===== config.mk =====
export PLATFORM = sky130hd
export DESIGN_NAME = gpio_irq_ctrl
export DESIGN_NICKNAME = d
export VERILOG_FILES = /design/src/rtl/gpio_irq_pkg.sv /design/src/rtl/gpio_sync.sv /design/src/rtl/gpio_edge_latch.sv /design/src/rtl/gpio_irq_ctrl.sv
export SDC_FILE = /design/constraint.sdc
export NUM_CORES = 1
export LEC_CHECK = 0
export ABC_AREA = 1
export ABC_CLOCK_PERIOD_IN_PS = 1500
export BUFFER_PORTS_ARGS = -buffer_cell sky130_fd_sc_hd__buf_2
export CAP_MARGIN = 5
export CORE_MARGIN = 2
export CORE_UTILIZATION = 59
export CTS_CLUSTER_DIAMETER = 40
export DETAILED_ROUTE_END_ITERATION = 8
export PLACE_DENSITY_LB_ADDON = 0.12
export SYNTH_ARGS = -nofsm -noshare
export SYNTH_HDL_FRONTEND = slang
export SYNTH_HIERARCHICAL = 1
export SYNTH_SLANG_ARGS = --single-unit
export TNS_END_PERCENT = 20

===== constraint.sdc =====
create_clock -name clk -period 1.5 [get_ports clk]
set_input_delay 0.15 -clock clk [delete_from_list [all_inputs] [get_ports clk]]
set_output_delay 0.15 -clock clk [all_outputs]
set_load 0.01 [all_outputs]

===== src/rtl/gpio_irq_pkg.sv =====
package gpio_irq_pkg;
  localparam logic [7:0] OFS_DIN   = 8'h00;
  localparam logic [7:0] OFS_DOUT  = 8'h04;
  localparam logic [7:0] OFS_OE    = 8'h08;
  localparam logic [7:0] OFS_LPOL  = 8'h10;
  localparam logic [7:0] OFS_LMSK  = 8'h14;
  localparam logic [7:0] OFS_EVT   = 8'h18;
  localparam logic [7:0] OFS_EMSK  = 8'h1C;
  localparam logic [7:0] OFS_ESEL  = 8'h24;
  localparam logic [7:0] OFS_TSTAT = 8'h40;
  localparam logic [7:0] OFS_TMSK  = 8'h44;

  // masked level source per pin
  function automatic logic [31:0] level_src(input logic [31:0] din,
                                            input logic [31:0] pol,
                                            input logic [31:0] msk);
    return (din ^ pol) & msk;
  endfunction

  // transition hits: sel=0 rising, sel=1 falling
  function automatic logic [31:0] edge_hits(input logic [31:0] cur,
                                            input logic [31:0] prev,
                                            input logic [31:0] sel);
    return (cur & ~prev & ~sel) | (~cur & prev & sel);
  endfunction

  // event update: clear first, new hit wins
  function automatic logic [31:0] evt_next(input logic [31:0] evt,
                                           input logic [31:0] hit,
                                           input logic [31:0] clr);
    return (evt & ~clr) | hit;
  endfunction
endpackage


===== src/rtl/gpio_sync.sv =====
module gpio_sync #(
  parameter int W      = 32,
  parameter int STAGES = 2
) (
  input  logic         clk,
  input  logic         rst_n,
  input  logic [W-1:0] d,
  output logic [W-1:0] q
);
  logic [W-1:0] st [STAGES];

  always_ff @(posedge clk or negedge rst_n) begin
    if (!rst_n) begin
      for (int i = 0; i < STAGES; i++) st[i] <= '0;
    end else begin
      st[0] <= d;
      for (int i = 1; i < STAGES; i++) st[i] <= st[i-1];
    end
  end

  assign q = st[STAGES-1];
endmodule


===== src/rtl/gpio_edge_latch.sv =====
module gpio_edge_latch
  import gpio_irq_pkg::*;
#(
  parameter int W = 32
) (
  input  logic         clk,
  input  logic         rst_n,
  input  logic [W-1:0] cur,
  input  logic [W-1:0] sel_fall,
  input  logic [W-1:0] clr,
  output logic [W-1:0] hit,
  output logic [W-1:0] evt
);
  logic [W-1:0] prev;
  logic [31:0]  hit_full;
  logic [31:0]  nxt_full;

  assign hit_full = edge_hits(32'(cur), 32'(prev), 32'(sel_fall));
  assign hit      = hit_full[W-1:0];
  assign nxt_full = evt_next(32'(evt), 32'(hit), 32'(clr));

  always_ff @(posedge clk or negedge rst_n) begin
    if (!rst_n) begin
      prev <= '0;
      evt  <= '0;
    end else begin
      prev <= cur;
      evt  <= nxt_full[W-1:0];
    end
  end

  // a detected edge always leaves its bit set
  p_edge_sets_r9: assert property (@(posedge clk) disable iff (!rst_n)
    (hit != '0) |=> ((evt & $past(hit)) == $past(hit)));

  // a clear without a competing edge empties the bit
  p_clear_empties_r8: assert property (@(posedge clk) disable iff (!rst_n)
    ((clr & ~hit) != '0) |=> ((evt & $past(clr & ~hit)) == '0));

  // bits neither hit nor cleared keep their value
  p_evt_holds_r8: assert property (@(posedge clk) disable iff (!rst_n)
    1'b1 |=> (((evt ^ $past(evt)) & ~$past(hit | clr)) == '0));
endmodule


===== src/rtl/gpio_irq_ctrl.sv =====
module gpio_irq_ctrl
  import gpio_irq_pkg::*;
#(
  parameter int NPIN = 32,
  parameter int AW   = 8,
  parameter int DW   = 32
) (
  input  logic            clk,
  input  logic            rst_n,
  input  logic            bus_sel,
  input  logic            bus_wr,
  input  logic [AW-1:0]   bus_addr,
  input  logic [DW-1:0]   bus_wdata,
  output logic [DW-1:0]   bus_rdata,
  input  logic [NPIN-1:0] pad_di,
  output logic [NPIN-1:0] pad_do,
  output logic [NPIN-1:0] pad_oe,
  output logic            irq_o
);
  logic [NPIN-1:0] din_s;
  logic [NPIN-1:0] r_dout, r_oe, r_lpol, r_lmsk, r_emsk, r_esel;
  logic            r_tmsk;
  logic [NPIN-1:0] evt, edge_hit, evt_clr;
  logic [NPIN-1:0] pend_level, pend_edge, pend_all;
  logic [31:0]     lvl_full;
  logic            gpio_src;
  logic            wr_go;

  gpio_sync #(.W(NPIN), .STAGES(2)) u_sync (
    .clk(clk), .rst_n(rst_n), .d(pad_di), .q(din_s)
  );

  assign wr_go   = bus_sel & bus_wr;
  assign evt_clr = (wr_go && bus_addr == AW'(OFS_EVT)) ? bus_wdata[NPIN-1:0] : '0;

  gpio_edge_latch #(.W(NPIN)) u_edge (
    .clk(clk), .rst_n(rst_n), .cur(din_s), .sel_fall(r_esel),
    .clr(evt_clr), .hit(edge_hit), .evt(evt)
  );

  always_ff @(posedge clk or negedge rst_n) begin
    if (!rst_n) begin
      r_dout <= '0; r_oe <= '0; r_lpol <= '0; r_lmsk <= '0;
      r_emsk <= '0; r_esel <= '0; r_tmsk <= 1'b0;
    end else if (wr_go) begin
      if (bus_addr == AW'(OFS_DOUT)) r_dout <= bus_wdata[NPIN-1:0];
      if (bus_addr == AW'(OFS_OE))   r_oe   <= bus_wdata[NPIN-1:0];
      if (bus_addr == AW'(OFS_LPOL)) r_lpol <= bus_wdata[NPIN-1:0];
      if (bus_addr == AW'(OFS_LMSK)) r_lmsk <= bus_wdata[NPIN-1:0];
      if (bus_addr == AW'(OFS_EMSK)) r_emsk <= bus_wdata[NPIN-1:0];
      if (bus_addr == AW'(OFS_ESEL)) r_esel <= bus_wdata[NPIN-1:0];
      if (bus_addr == AW'(OFS_TMSK)) r_tmsk <= bus_wdata[0];
    end
  end

  assign lvl_full   = level_src(32'(din_s), 32'(r_lpol), 32'(r_lmsk));
  assign pend_level = lvl_full[NPIN-1:0];
  assign pend_edge  = evt & r_emsk;
  assign pend_all   = pend_level | pend_edge;
  assign gpio_src   = |pend_all;
  assign irq_o      = gpio_src & r_tmsk;

  assign pad_do = r_dout;
  assign pad_oe = r_oe;

  always_comb begin
    bus_rdata = '0;
    if (bus_sel && !bus_wr) begin
      case (bus_addr)
        AW'(OFS_DIN):   bus_rdata = DW'(din_s);
        AW'(OFS_DOUT):  bus_rdata = DW'(r_dout);
        AW'(OFS_OE):    bus_rdata = DW'(r_oe);
        AW'(OFS_LPOL):  bus_rdata = DW'(r_lpol);
        AW'(OFS_LMSK):  bus_rdata = DW'(r_lmsk);
        AW'(OFS_EVT):   bus_rdata = DW'(evt);
        AW'(OFS_EMSK):  bus_rdata = DW'(r_emsk);
        AW'(OFS_ESEL):  bus_rdata = DW'(r_esel);
        AW'(OFS_TSTAT): bus_rdata = DW'(gpio_src);
        AW'(OFS_TMSK):  bus_rdata = DW'(r_tmsk);
        default:        bus_rdata = '0;
      endcase
    end
  end

  // the interrupt line needs a live pending source
  p_irq_has_source_r10: assert property (@(posedge clk) disable iff (!rst_n)
    irq_o |-> (pend_all != '0));

  // an unmasked edge event cannot raise the line by itself
  p_edge_masked_r7: assert property (@(posedge clk) disable iff (!rst_n)
    (pend_level == '0 && (evt & r_emsk) == '0) |-> !irq_o);

  // holes in the map read as zero
  p_hole_reads_zero_r2: assert property (@(posedge clk) disable iff (!rst_n)
    (bus_sel && !bus_wr && (bus_addr == AW'(8'h0C) || bus_addr == AW'(8'h20)))
      |-> (bus_rdata == '0));
endmodule


==> flow_metrics.env <==
export IMPL_row_count=57
export IMPL_overflow=0
export IMPL_rsz0062_at_grt="yes"
export IMPL_hp_class="in2reg"
export IMPL_syn_nets=1909
export IMPL_final_common_cell="nand2_1"
export IMPL_worst_path_largest_cell_delay_ns=0.43
export IMPL_run_status="finished with violations"
export IMPL_place_gp_congestion=0.883
export IMPL_worstPathCellList="nor2_1, nor2_1, nand2_1, nand2_2, nor2_2, nand2_1, nor2_2, nand3_2, nand2_2, a21oi_2, buf_2"
export IMPL_ant_nets=0
export IMPL_regArea_um2=8040
export IMPL_p_leak_nw=10.5
export IMPL_wirelength_um=49500
export IMPL_fin_cells=2621
export IMPL_violations="setup timing"
export IMPL_clk_path_buf_depth=3
export IMPL_mostFrequentLayoutCells="nand2_1 (577), dfrtp_1 (318), inv_1 (213)"
export IMPL_vias_per_cell=5.60
export IMPL_clock_root_buffer="clkbuf_16"
export IMPL_dpl_cell_count=2439
export IMPL_yosys_warnings=6
export IMPL_power_density_nw_per_um2=1060
export IMPL_netlist_instances=1833
export IMPL_grt_max_degree=56
export IMPL_syn_to_final_growth_pct=40.5
export IMPL_peakVddDrop_v=0.000985
export IMPL_cp_arrival_ns=2.04
export IMPL_die_y_um=162
export IMPL_post_route_drc_count=0
export IMPL_clk_latency_ns=0.53
export IMPL_syn_avg_cell_area_um2=8.00
export IMPL_crit_fanout=3
export IMPL_fin_util_pct=84.5
export IMPL_grt_total_usage_pct=35.6
export IMPL_finClkSkew_ns=0.0134
export IMPL_syn_area_um2=14700
export IMPL_crit_type="reg2out"
export IMPL_antenna_cells=0
export IMPL_core_area_um2=24400
export IMPL_critPathBufInv=1
export IMPL_max_slew_margin_pct=74.6
export IMPL_max_freq_mhz=457
export IMPL_start_util_pct=60.1
export IMPL_worst_slack_ns=-0.690
export IMPL_grt_pass1_wl_um=73100
export IMPL_worstMarginPinSlew_ns=0.380
export IMPL_worstPathRequired_ns=1.35
export IMPL_period_minus_slack_ns=2.19
export IMPL_dieArea_um2=26100
export IMPL_final_max_slew_violation_count=0
export IMPL_clkTransAtPathRegs_ns=0.05
export IMPL_clock_sinks=321
export IMPL_die_w_um=162
export IMPL_start_kind="flop"
export IMPL_wl_per_cell_um=18.9
export IMPL_finalHoldViolations=0
export IMPL_drive_gt1_share_pct=28.0
export IMPL_drv_cap=0
export IMPL_fillers=1403
export IMPL_port_buffers=172
export IMPL_nets=2341
export IMPL_cp_top_family="simple AND/OR/NAND/NOR gates"
export IMPL_antenna_found_initial=0
export IMPL_crit_path_end_kind="primary output"
export IMPL_h_tree_depth=2
export IMPL_dr_total_vias=14700
export IMPL_ios=173
export IMPL_firstDrtPassIters=6
export IMPL_dp_final_hpwl_um=28600
export IMPL_cts_tree="done"
export IMPL_fin_crit_sh_pct=146
export IMPL_drt_iter0_markers=1793
export IMPL_multiInputGateArea_um2=5510
export IMPL_cts_made_buffers=45
export IMPL_grt_pass1_vias=14300
export IMPL_setup_violations=34
export IMPL_crit_slowest_cell="dfrtp_1"
layer usage:
layer | share of wire [%] | vias to the layer above | GRT usage [%]
li1 | - | 6579 | -
met2 | 49 | 907 | 58.5
met3 | 9.5 | 197 | 6.49
met4 | 4.1 | 0 | 15.2
met1 | 38 | 6985 | 47.0
met5 | 0 | - | 0
worst reg2reg max path, cell delays in order, from the launching register on:
cell     delay [ns]
dfrtp_1        0.41
buf_4          0.15
buf_4          0.14
nand3_1        0.10
nand3_1        0.11
area by class of cell:
type                    instances  share of cell area [%]
multi-input cells            1165                    26.7
clock inverters                21                    1.52
clock buffers                  58                    6.09
flip-flops and latches        321                    39.0
inverters                     251                    4.83
well taps                     324                    1.97
repair buffers                481                    19.9
path summary, 6_finish.rpt:
path                                from        endpoint  slack, ns  cells after the start
hold / removal             bus_wdata[16]      pad_do[16]      0.006                      3
setup reg to reg            u_sync/q[14]  u_edge/evt[14]       0.46                      4
min in group asynchronous          rst_n       pad_oe[7]       0.11                      2
max in group asynchronous          rst_n      r_lmsk[26]       0.65                      3
hold reg to reg            u_sync/st[40]     u_sync/q[8]       0.34                      0
setup / recovery             u_sync/q[0]    bus_rdata[0]      -0.69                     11
per-stage QoR:
stage               instance area, um^2  hold slack [ns]  worst slack, ns  total power [mW]  setup TNS (ns)
floorplan                         14700           -0.146            0.115              9.76               0
global placement                  17300           0.0684           -0.338              10.4          -27.63
detailed placement                17300           0.0666           -0.351              10.5          -39.12
CTS                               19900         0.000541           -0.659              21.7           -8.99
global route                      20600           0.0266           -0.790              22.4          -12.72
finish                            20600          0.00598           -0.690              21.9          -10.34
what timing repair did:
action | 4_1_cts | 5_1_grt
endpoints found under the setup margin | 33 | 58
cloned | 2 | 1
gates resized for setup | 104 | 135
buffers inserted | 20 | 29
hold buffers | 56 | 0
endpoints found under the hold margin | 355 | 0
pin swaps | 46 | 58
report_power, final:
group | total, mW | internal (mW) | switching (mW) | leakage (nW)
Combinational | 1.56 | 0.673 | 0.891 | 5.64
Sequential | 9.16 | 8.94 | 0.220 | 4.07
Clock | 11.1 | 7.11 | 4.03 | 0.759
No activity file was read; power rests on OpenSTA's default activity.
